`src/rtl/mpic_pkg.sv`:
```
package mpic_pkg;
    localparam int LINES = 16;
    localparam int LW    = $clog2(LINES);
    localparam int EXTW  = 4;
    localparam logic [LINES-1:0] LINE_MASK = {{(LINES-1){1'b1}}, 1'b0};

    typedef enum logic [3:0] {
        REG_CLASS,
        REG_PEND,
        REG_FALIAS,
        REG_CLEAR,
        REG_BCAST,
        REG_MASK,
        REG_FORCE,
        REG_EXT,
        REG_NONE
    } reg_kind_e;

    function automatic logic [LINES-1:0] line_bit(input logic [LW-1:0] lvl);
        logic [LINES-1:0] v;
        v = '0;
        v[lvl] = 1'b1;
        return v & LINE_MASK;
    endfunction
endpackage

```
`src/rtl/mpic_addr_dec.sv`:
```
module mpic_addr_dec
    import mpic_pkg::*;
#(
    parameter int NCPU = 4
) (
    input  logic [7:0] addr,
    output reg_kind_e  kind,
    output logic [3:0] idx,
    output logic       idx_ok
);
    assign idx    = addr[5:2];
    assign idx_ok = (int'(idx) < NCPU);

    always_comb begin
        kind = REG_NONE;
        unique case (addr[7:6])
            2'b00: begin
                unique case (addr[5:2])
                    4'd0:    kind = REG_CLASS;
                    4'd1:    kind = REG_PEND;
                    4'd2:    kind = REG_FALIAS;
                    4'd3:    kind = REG_CLEAR;
                    4'd5:    kind = REG_BCAST;
                    default: kind = REG_NONE;
                endcase
            end
            2'b01:   kind = REG_MASK;
            2'b10:   kind = REG_FORCE;
            2'b11:   kind = REG_EXT;
            default: kind = REG_NONE;
        endcase
    end
endmodule

```
`src/rtl/mpic_pick.sv`:
```
module mpic_pick
    import mpic_pkg::*;
(
    input  logic [LINES-1:0] cand,
    input  logic [LINES-1:0] hi_class,
    output logic [LW-1:0]    lvl
);
    logic [LINES-1:0] hi_set;
    logic [LINES-1:0] pool;

    assign hi_set = cand & hi_class & LINE_MASK;
    assign pool   = (|hi_set) ? hi_set : (cand & ~hi_class & LINE_MASK);

    always_comb begin
        lvl = '0;
        for (int i = 1; i < LINES; i++) begin
            if (pool[i]) lvl = LW'(i);
        end
    end
endmodule

```
`src/rtl/mp_irq_ctrl.sv`:
```
module mp_irq_ctrl
    import mpic_pkg::*;
#(
    parameter int NCPU = 4
) (
    input  logic              clk,
    input  logic              rst_n,
    input  logic [15:0]       irq_in,
    input  logic              bus_sel,
    input  logic              bus_wr,
    input  logic [7:0]        bus_addr,
    input  logic [31:0]       bus_wdata,
    output logic [31:0]       bus_rdata,
    input  logic [NCPU-1:0]   ack_valid,
    input  logic [NCPU*4-1:0] ack_level,
    output logic [NCPU*4-1:0] irq_level
);
    localparam int CIW = (NCPU > 1) ? $clog2(NCPU) : 1;

    reg_kind_e   kind;
    logic [3:0]  idx;
    logic        idx_ok;
    logic        wr_en;

    logic [LINES-1:0] class_q, pend_q, bcast_q;
    logic [LINES-1:0] class_d, pend_d, bcast_d;
    logic [LINES-1:0] mask_q  [NCPU];
    logic [LINES-1:0] mask_d  [NCPU];
    logic [LINES-1:0] force_q [NCPU];
    logic [LINES-1:0] force_d [NCPU];
    logic [EXTW-1:0]  ext_q   [NCPU];
    logic [EXTW-1:0]  ext_d   [NCPU];
    logic [LINES-1:0] ack_vec [NCPU];
    logic [LINES-1:0] cand    [NCPU];
    logic [LW-1:0]    pick_lvl[NCPU];

    logic [LINES-1:0] set_vec, clr_vec, ack_any;
    logic [LINES-1:0] wlo, whi;
    logic             unused_bits;

    assign unused_bits = ^{bus_addr[1:0], bus_wdata[16]};

    mpic_addr_dec #(.NCPU(NCPU)) u_dec (
        .addr   (bus_addr),
        .kind   (kind),
        .idx    (idx),
        .idx_ok (idx_ok)
    );

    assign wr_en   = bus_sel && bus_wr;
    assign wlo     = bus_wdata[15:0] & LINE_MASK;
    assign whi     = bus_wdata[31:16] & LINE_MASK;
    assign set_vec = irq_in & LINE_MASK;
    assign clr_vec = (wr_en && kind == REG_CLEAR) ? wlo : '0;

    // acknowledge decode, one vector per processor
    always_comb begin
        ack_any = '0;
        for (int n = 0; n < NCPU; n++) begin
            ack_vec[n] = ack_valid[n] ? line_bit(ack_level[4*n +: 4]) : '0;
            ack_any    = ack_any | ack_vec[n];
        end
    end

    // shared registers: bus write, then clears, then line sets
    always_comb begin
        class_d = class_q;
        bcast_d = bcast_q;
        if (wr_en && kind == REG_CLASS) class_d = wlo;
        if (wr_en && kind == REG_BCAST) bcast_d = wlo;
        pend_d = (pend_q & ~clr_vec & ~ack_any) | (set_vec & ~bcast_q);
    end

    // per-processor registers
    always_comb begin
        for (int n = 0; n < NCPU; n++) begin
            mask_d[n]  = mask_q[n];
            ext_d[n]   = ext_q[n];
            force_d[n] = force_q[n];
            if (wr_en && idx_ok && idx == 4'(n)) begin
                unique case (kind)
                    REG_MASK:  mask_d[n]  = wlo;
                    REG_EXT:   ext_d[n]   = bus_wdata[EXTW-1:0];
                    REG_FORCE: force_d[n] = (force_q[n] | wlo) & ~whi;
                    default: ;
                endcase
            end
            if (n == 0 && wr_en && kind == REG_FALIAS) force_d[n] = wlo;
            force_d[n] = (force_d[n] & ~clr_vec & ~ack_vec[n]) | (set_vec & bcast_q);
        end
    end

    always_ff @(posedge clk or negedge rst_n) begin
        if (!rst_n) begin
            class_q <= '0;
            pend_q  <= '0;
            bcast_q <= '0;
            for (int n = 0; n < NCPU; n++) begin
                mask_q[n]  <= '0;
                force_q[n] <= '0;
                ext_q[n]   <= '0;
            end
        end else begin
            class_q <= class_d;
            pend_q  <= pend_d;
            bcast_q <= bcast_d;
            for (int n = 0; n < NCPU; n++) begin
                mask_q[n]  <= mask_d[n];
                force_q[n] <= force_d[n];
                ext_q[n]   <= ext_d[n];
            end
        end
    end

    // selection per processor
    generate
        for (genvar g = 0; g < NCPU; g++) begin : g_cpu
            assign cand[g] = (pend_q | force_q[g]) & mask_q[g];

            mpic_pick u_pick (
                .cand     (cand[g]),
                .hi_class (class_q),
                .lvl      (pick_lvl[g])
            );

            always_ff @(posedge clk or negedge rst_n) begin
                if (!rst_n) irq_level[4*g +: 4] <= '0;
                else        irq_level[4*g +: 4] <= pick_lvl[g];
            end

            assert_idle_zero_R4: assert property (@(posedge clk) disable iff (!rst_n)
                (cand[g] == '0) |=> (irq_level[4*g +: 4] == '0));

            assert_ack_clears_R5: assert property (@(posedge clk) disable iff (!rst_n)
                (ack_vec[g] != '0 && (set_vec & ack_vec[g]) == '0 && !wr_en)
                |=> ((force_q[g] & $past(ack_vec[g])) == '0));
        end
    endgenerate

    // read multiplexer
    always_comb begin
        bus_rdata = '0;
        if (bus_sel && !bus_wr) begin
            unique case (kind)
                REG_CLASS:  bus_rdata[LINES-1:0] = class_q;
                REG_PEND:   bus_rdata[LINES-1:0] = pend_q;
                REG_FALIAS: bus_rdata[LINES-1:0] = force_q[0];
                REG_BCAST:  bus_rdata[LINES-1:0] = bcast_q;
                REG_MASK:   if (idx_ok) bus_rdata[LINES-1:0] = mask_q[idx[CIW-1:0]];
                REG_FORCE:  if (idx_ok) bus_rdata[LINES-1:0] = force_q[idx[CIW-1:0]];
                REG_EXT:    if (idx_ok) bus_rdata[EXTW-1:0]  = ext_q[idx[CIW-1:0]];
                default:    bus_rdata = '0;
            endcase
        end
    end

    assert_pend_readonly_R2: assert property (@(posedge clk) disable iff (!rst_n)
        (wr_en && kind == REG_PEND && set_vec == '0 && ack_valid == '0) |=> $stable(pend_q));

    assert_clear_takes_R6: assert property (@(posedge clk) disable iff (!rst_n)
        (wr_en && kind == REG_CLEAR && set_vec == '0) |=> ((pend_q & $past(clr_vec)) == '0));

    assert_input_sets_R9: assert property (@(posedge clk) disable iff (!rst_n)
        ((set_vec & ~bcast_q) != '0)
        |=> ((pend_q & $past(set_vec & ~bcast_q)) == $past(set_vec & ~bcast_q)));
endmodule

```
`config.mk`:
```
export PLATFORM = sky130hd
export DESIGN_NAME = mp_irq_ctrl
export DESIGN_NICKNAME = d
export VERILOG_FILES = /design/src/rtl/mpic_pkg.sv /design/src/rtl/mpic_addr_dec.sv /design/src/rtl/mpic_pick.sv /design/src/rtl/mp_irq_ctrl.sv
export SDC_FILE = /design/constraint.sdc
export NUM_CORES = 1
export LEC_CHECK = 0
export ABC_AREA = 1
export BUFFER_PORTS_ARGS = -buffer_cell sky130_fd_sc_hd__buf_2
export CORE_MARGIN = 2
export CORE_UTILIZATION = 63
export CTS_CLUSTER_DIAMETER = 60
export DETAILED_ROUTE_END_ITERATION = 10
export HOLD_SLACK_MARGIN = 0.12
export PLACE_DENSITY_LB_ADDON = 0.12
export SETUP_SLACK_MARGIN = 0.05
export SLEW_MARGIN = 10
export SYNTH_ARGS = -nofsm -noshare
export SYNTH_HDL_FRONTEND = slang
export SYNTH_SLANG_ARGS = --single-unit
```
`constraint.sdc`:
```
create_clock -name clk -period 4.5 [get_ports clk]
set_input_delay 0.675 -clock clk [delete_from_list [all_inputs] [get_ports clk]]
set_output_delay 0.675 -clock clk [all_outputs]
set_load 0.01 [all_outputs]
```
==> results.sh, run 1 <==
export IMPL_result_of_the_run="completed"
export IMPL_postCtsResizedCells=0
export IMPL_cts_htree_levels=4
export IMPL_yosys_area_top_type="sky130_fd_sc_hd__dfrtp_1"
export IMPL_post_synth_num_cell_types=49
export IMPL_setup_tns_final_ps=0
export IMPL_grt_setup_unrepaired="false"
export IMPL_postSynthCellCount=1814
export IMPL_number_of_maximum_capacitance_violations=0
export IMPL_hold_path_class="primary input to async pin"
export IMPL_r2r_setup_slack_ps=1990
export IMPL_critical_path_slowest_cell="sky130_fd_sc_hd__inv_1"
export IMPL_cpPeakStageDelay_ps=260
export IMPL_die_height_um=145
export IMPL_ir_drop_mv=0.305
export IMPL_finalNonFillerCells=2178
export IMPL_detailedPlacementHpwl_um=34000
export IMPL_number_of_global_route_vias_before_repair=12200
export IMPL_numCtsBuffers=17
export IMPL_share_seq_of_total_power=0.462
export IMPL_power_leakage_nw=6.75
export IMPL_report_power_total_w=0.00512
export IMPL_tritoncts_clock_tree="built"
export IMPL_drive_gt1_frac=0.101
export IMPL_ctsLongestPathBuffers=2
export IMPL_ys_ff_latch=197
export IMPL_clock_skew_ps=16.6
export IMPL_routed_wire_length_um=45400
export IMPL_worst_ep_required_time_ps=3830
export IMPL_syn_area_per_cell_um2=6.87
export IMPL_numPlacedInstances=2146
export IMPL_clk_latency_ps=450
export IMPL_cell_pwr_density_mw_per_mm2=372
export IMPL_final_setup_viol_count=0
export IMPL_worstPathCellList="buf_2 > nor2_2 > buf_4 > nand3_4 > o21ai_4 > nand2_1 > nor2_2 > inv_1 > o21ai_0 > a221oi_1 > a31oi_1 > buf_2"
export IMPL_critical_path_sink_type="output port"
export IMPL_drc=0
export IMPL_combPwrFrac=0.247
export IMPL_clock_tree_root_cell="sky130_fd_sc_hd__clkbuf_16"
export IMPL_layout_min_cycle_time_ps=3530
export IMPL_floorplan_core_area_mm2=0.0195
export IMPL_cts_num_sinks=197
export IMPL_grt_total_usage=0.441
export IMPL_share_clk_of_total_power=0.291
export IMPL_die_width_um=145
export IMPL_detailedRoute_firstPassIterationCount=6
export IMPL_synth_flop_cell="sky130_fd_sc_hd__dfrtp_1"
export IMPL_clk_pin_slew_worst_paths_ps=80
export IMPL_synth_edf_count=0
export IMPL_maxSlewHeadroom=0.405
export IMPL_num_vias=13600
export IMPL_postRouteAntennaNets=0
export IMPL_final_period_utilization=0.785
export IMPL_post_synth_top_count_cell="sky130_fd_sc_hd__nand2_1"
export IMPL_startpoint_type="primary input"
export IMPL_syn_area_mm2=0.0125
export IMPL_n_fill_cell=1652
export IMPL_critical_path_peak_fanout=12
export IMPL_avgViaCountPerCell=6.23
export IMPL_gp_congestion=1.02
export IMPL_multiInputGateArea_mm2=0.00629
export IMPL_grt_antenna_before_repair=0
export IMPL_wire_length_of_the_first_global_routing_pass_um=68500
export IMPL_criticalPathCategory="primary input to output port"
export IMPL_initial_utilization=0.640
export IMPL_synth_common_cells="sky130_fd_sc_hd__nand2_1, sky130_fd_sc_hd__inv_1, sky130_fd_sc_hd__dfrtp_1"
export IMPL_worst_slew_pin_transition_ps=891
export IMPL_post_cts_setup_buffers=0
export IMPL_fin_nets=1980
export IMPL_async_reset_ff_frac=1.00
export IMPL_netsw_w=0.00188
export IMPL_number_of_antenna_diodes=0
export IMPL_starting_drt_drc_count=1995
export IMPL_hold_bufs_inserted_after_cts=0
export IMPL_port_buffers=107
export IMPL_cp_data_arrival_time_ps=2860
export IMPL_maxSlewViolCount=0
export IMPL_die_area_mm2=0.0209
export IMPL_yosysWarningCount=0
export IMPL_finalHoldViolations=0
export IMPL_p_sw_frac=0.367
export IMPL_overflow=0
export IMPL_rows=51
export IMPL_netlist_area_leader_share=0.396
export IMPL_yosysSeqAreaShare=0.396
export IMPL_timing_fmax_mhz=283
export IMPL_layout_stage_area_growth_over_the_synthesis_result_pct=10.3
export IMPL_wl_per_cell_um=20.8
export IMPL_cell_internal_pwr_w=0.00324
export IMPL_ff_latch_area_mm2=0.00493
export IMPL_grt_start_max_net_pins=103
export IMPL_ios=128
export IMPL_netlist_top_cells_area="sky130_fd_sc_hd__dfrtp_1, sky130_fd_sc_hd__nand2_1, sky130_fd_sc_hd__inv_1"
## per-stage QoR
stage	instance area (um2)	setup WS [ps]	hold slack (ps)	util
6_report	13700	966	280	0.706
5_1_grt	13700	758	342	0.706
4_1_cts	13700	1020	331	0.706
3_5_place_dp	13200	1030	478	0.678
3_3_place_gp	13200	1060	467	0.678
2_1_floorplan	12500	1740	379	-
## flip-flops by register name, indices dropped and copies added (netlist names)
signal     count
class_q       15
force_q       60
mask_q        60
ext_q         16
irq_level     16
pend_q        15
bcast_q       15
## logic make-up after synthesis
kind of cell | count (synthesis) | share of synthesized area
other | 1 | 0.000301
buffers and inverters | 320 | 0.104
AOI/OAI and AO/OA | 449 | 0.217
and+or+nand+nor | 847 | 0.283
DFF | 197 | 0.396
## final timing paths
| check | start | end | depth (start not counted) |
|---|---|---|---|
| max | bus_addr[4] | bus_rdata[4] | 12 |
| min | rst_n | ext_q[7]$_DFFE_PN0P_ | 1 |
| max reg2reg | pend_q[15]$_DFF_PN0_ | irq_level[4]$_DFF_PN0_ | 20 |
| min reg2reg | ext_q[2]$_DFFE_PN0P_ | ext_q[2]$_DFFE_PN0P_ | 2 |
| max in group asynchronous | rst_n | force_q[14]$_DFF_PN0_ | 2 |
| min in group clk | irq_in[2] | pend_q[2]$_DFF_PN0_ | 3 |
## critical path: cells and delay by family
family	cells	cell delay (ps)
AND/OR/NAND/NOR	4	590
AO/OA/AOI/OAI	4	770
buffers and inverters	4	810
## layer usage
metal,wire length [um],global-route usage
met1,17900,0.614
met2,19000,0.641
met3,6610,0.138
met4,1830,0.173
met5,0,0
## power groups by stage
stage / logic, W / clock network [W] / registers (W)
3_5_place_dp: 0.00122 / 0 / 0.00237
5_1_grt: 0.00142 / 0.00156 / 0.00239
3_3_place_gp: 0.00119 / 0 / 0.00236
4_1_cts: 0.00123 / 0.00148 / 0.00234
2_1_floorplan: 0.000797 / 0 / 0.00230
6_report: 0.00126 / 0.00149 / 0.00236
## cell type report
type | count | area share
Clock inverter | 14 | 0.00838
Inverter | 247 | 0.0675
Multi-Input combinational cell | 1312 | 0.458
Timing Repair Buffer | 125 | 0.0513
Tap cell | 265 | 0.0241
Clock buffer | 18 | 0.0320
Sequential cell | 197 | 0.359
## placed cells by master (no fill, tap or decap), drive strengths merged, types with 2 or more instances in the layout
cell	instances
a311oi	2
a21oi	112
o211ai	23
buf	124
o31ai	24
inv	251
nor4	17
nand3	94
nand4	9
and2	3
o41ai	16
o21bai	5
conb	16
a221oi	15
a22oi	19
clkinv	9
clkbuf	19
or4	5
a31oi	8
dfrtp	197
nand2	510
a41oi	2
nor3	20
o2111ai	12
o21ai	185
o22ai	18
nor2	187
Power figures use the tool's default switching activity.
==> run 2: changes to the inputs <==
- ABC_AREA: 1 -> 0
- CORE_UTILIZATION: 63 -> 60
- clock period: 4.5 -> 3.4 ns (I/O delays scaled with it)
==> results.sh, run 2 <==
export IMPL_r2r_setup_slack_ps=490
export IMPL_netlist_top_cells_area="sky130_fd_sc_hd__dfrtp_1, sky130_fd_sc_hd__mux2_2, sky130_fd_sc_hd__mux4_2"
export IMPL_post_synth_num_cell_types=74
export IMPL_synth_flop_cell="sky130_fd_sc_hd__dfrtp_1"
export IMPL_postCtsResizedCells=0
export IMPL_yosys_area_share_xor_xnor=0
export IMPL_hold_bufs_inserted_after_cts=0
export IMPL_synth_simple_gate_area_frac=0.114
export IMPL_largestRegisters="force_q (60), mask_q (60)"
export IMPL_fin_nets=1366
export IMPL_maxSlewViolCount=0
export IMPL_critPathCapture="bus_rdata[7]"
export IMPL_overflow=0
export IMPL_avgViaCountPerCell=7.32
export IMPL_wire_length_of_the_first_global_routing_pass_um=64400
export IMPL_number_of_maximum_capacitance_violations=0
export IMPL_routed_wire_length_um=42000
export IMPL_post_synth_top_count_cell="sky130_fd_sc_hd__dfrtp_1"
export IMPL_critical_path_slowest_cell="sky130_fd_sc_hd__and3_1"
export IMPL_clk_pin_slew_worst_paths_ps=70
export IMPL_cts_htree_levels=4
export IMPL_layout_min_cycle_time_ps=3040
export IMPL_report_power_total_w=0.00728
export IMPL_startpoint_type="primary input"
export IMPL_cp_common_cell="sky130_fd_sc_hd__buf_2"
export IMPL_most_common_layout_cells="sky130_fd_sc_hd__dfrtp_1, sky130_fd_sc_hd__nand2_1, sky130_fd_sc_hd__buf_2"
export IMPL_final_common_cell="sky130_fd_sc_hd__dfrtp_1"
export IMPL_hold_path_class="primary input to async pin"
export IMPL_path_depth=6
export IMPL_syn_area_per_cell_um2=10.1
export IMPL_syn_area_mm2=0.0123
export IMPL_timing_fmax_mhz=329
export IMPL_wl_per_cell_um=26.7
export IMPL_grt_start_max_net_pins=87
export IMPL_critical_path_sink_type="output port"
export IMPL_num_vias=11500
export IMPL_maxSlewHeadroom=0.353
export IMPL_crit_path_max_delay_family="simple AND/OR/NAND/NOR gates"
export IMPL_worst_slew_pin_transition_ps=968
export IMPL_cp_buffers_inverters=2
export IMPL_port_buffers=107
export IMPL_tritoncts_clock_tree="built"
export IMPL_drive_gt1_frac=0.276
export IMPL_detailedRoute_firstPassIterationCount=8
export IMPL_number_of_antenna_diodes=0
export IMPL_worst_ep_required_time_ps=2890
export IMPL_ctsLongestPathBuffers=2
export IMPL_yosysSeqAreaShare=0.400
export IMPL_cell_internal_pwr_w=0.00461
export IMPL_floorplan_core_area_mm2=0.0202
export IMPL_finalHoldViolations=0
export IMPL_grt_antenna_before_repair=0
export IMPL_worstReg2RegStart="pend_q[14]$_DFF_PN0_"
export IMPL_post_synth_fa_ha_maj_area_fraction=0
export IMPL_ios=128
export IMPL_r2r_cells=8
export IMPL_gp_congestion=1.02
export IMPL_ys_ff_latch=197
export IMPL_postRouteAntennaNets=0
export IMPL_postSynthCellCount=1216
export IMPL_p_sw_frac=0.366
export IMPL_critical_path_peak_fanout=22
export IMPL_synth_edf_count=0
export IMPL_combPwrFrac=0.237
export IMPL_cts_num_sinks=197
export IMPL_share_seq_of_total_power=0.486
export IMPL_final_setup_viol_count=0
export IMPL_synth_compound_area_share=0.274
export IMPL_clk_latency_ps=450
export IMPL_rows=52
export IMPL_initial_utilization=0.611
export IMPL_post_cts_setup_buffers=0
export IMPL_number_of_global_route_vias_before_repair=10900
export IMPL_yosys_area_top_type="sky130_fd_sc_hd__dfrtp_1"
export IMPL_final_period_utilization=0.893
export IMPL_power_leakage_nw=5.84
export IMPL_netsw_w=0.00267
export IMPL_layout_stage_area_growth_over_the_synthesis_result_pct=10.3
export IMPL_detailedPlacementHpwl_um=31300
export IMPL_main_combinational_cell_family_by_area_after_synthesis="compound AO/OA/AOI/OAI gates"
export IMPL_cpPeakStageDelay_ps=600
export IMPL_numCtsBuffers=17
export IMPL_grt_total_usage=0.393
export IMPL_criticalPathCategory="primary input to output port"
export IMPL_final_core_utilization=0.674
export IMPL_drc=0
export IMPL_async_reset_ff_frac=1.00
export IMPL_die_height_um=147
export IMPL_grt_setup_unrepaired="false"
export IMPL_clock_tree_root_cell="sky130_fd_sc_hd__clkbuf_16"
export IMPL_ir_drop_mv=0.334
export IMPL_clock_skew_ps=12.2
export IMPL_worstSetupStartpoint="bus_addr[3]"
export IMPL_die_area_mm2=0.0217
export IMPL_cp_data_arrival_time_ps=2530
export IMPL_share_clk_of_total_power=0.277
export IMPL_worstReg2RegEnd="irq_level[8]$_DFF_PN0_"
export IMPL_synth_mux_area_fraction=0.158
export IMPL_die_width_um=147
export IMPL_cell_pwr_density_mw_per_mm2=536
export IMPL_result_of_the_run="completed"
export IMPL_starting_drt_drc_count=1514
export IMPL_synth_common_cells="sky130_fd_sc_hd__dfrtp_1, sky130_fd_sc_hd__nand2_1, sky130_fd_sc_hd__mux2_2"
export IMPL_yosysWarningCount=0
export IMPL_worstPathCellList="buf_2 > and2b_1 > and3_1 > a22oi_1 > a31oi_1 > buf_2"
export IMPL_netlist_area_leader_share=0.400
export IMPL_setup_tns_final_ps=0
[run 2: changes by cell type after synthesis, moves of 19 or more]
cell	before	now
sky130_fd_sc_hd__a221o_1	0	23
sky130_fd_sc_hd__o21ai_0	166	83
sky130_fd_sc_hd__nand3_1	92	37
sky130_fd_sc_hd__o21a_1	1	25
sky130_fd_sc_hd__mux2_2	0	99
sky130_fd_sc_hd__inv_1	230	19
sky130_fd_sc_hd__mux4_2	0	32
sky130_fd_sc_hd__o221ai_1	1	20
sky130_fd_sc_hd__o31ai_1	24	5
sky130_fd_sc_hd__nand2_1	509	109
sky130_fd_sc_hd__nand2b_1	0	22
sky130_fd_sc_hd__a21oi_1	112	76
sky130_fd_sc_hd__nor2_1	173	48
[run 2: how the worst min path moves through the flow]
stage                         endpoint                  start  slack (ps)  cells past startpoint
2_1_floorplan  bcast_q[10]$_DFFE_PN0P_                  rst_n         210                      0
3_3_place_gp     ext_q[12]$_DFFE_PN0P_  ext_q[12]$_DFFE_PN0P_         480                      1
3_5_place_dp      ext_q[7]$_DFFE_PN0P_   ext_q[7]$_DFFE_PN0P_         490                      1
4_1_cts         mask_q[60]$_DFFE_PN0P_                  rst_n         140                      1
5_1_grt         mask_q[60]$_DFFE_PN0P_                  rst_n         180                      1
6_report        mask_q[60]$_DFFE_PN0P_                  rst_n         110                      1
[run 2: kinds of logic after synthesis]
logic type             Yosys count
AOI/OAI and AO/OA              469
buffers and inverters          130
and+or+nand+nor                278
other                            1
muxes                          141
DFF                            197
[run 2: final cells by class]
class                   instances  area, um2
clock buffers                  18        429
fillers                      1645       6580
well taps                     270        338
clock inverters                14        151
repair buffers                146        875
multi-input cells             904       6800
inverters                      20       75.1
flip-flops and latches        197       4930
[run 2: per-stage QoR]
| stage | setup slack [ps] | std cells | hold WS, ps | instance area (um2) |
|---|---|---|---|---|
| finish | 363 | 1569 | 114 | 13600 |
| global route | 294 | 1569 | 179 | 13600 |
| CTS | 441 | 1569 | 143 | 13600 |
| detailed placement | 409 | 1537 | 493 | 13000 |
| global placement | 488 | 1537 | 483 | 13000 |
| floorplan | 788 | 1231 | 214 | 12400 |
[run 2: power by group through the flow]
stage | Clock (W) | Combinational [W] | Sequential (W)
3_5_place_dp | 0 | 0.00168 | 0.00350
4_1_cts | 0.00203 | 0.00169 | 0.00347
5_1_grt | 0.00213 | 0.00187 | 0.00357
2_1_floorplan | 0 | 0.00118 | 0.00321
3_3_place_gp | 0 | 0.00165 | 0.00349
6_report | 0.00202 | 0.00172 | 0.00354
[run 2: metal layers]
metal  global-route usage  vias up  routed length (um)
met3                0.116      143                5600
met5               0.0295        -                  83
li1                     -     4858                   -
met2                0.560      924               17800
met1                0.566     5560               16700
met4                0.156        2                1720
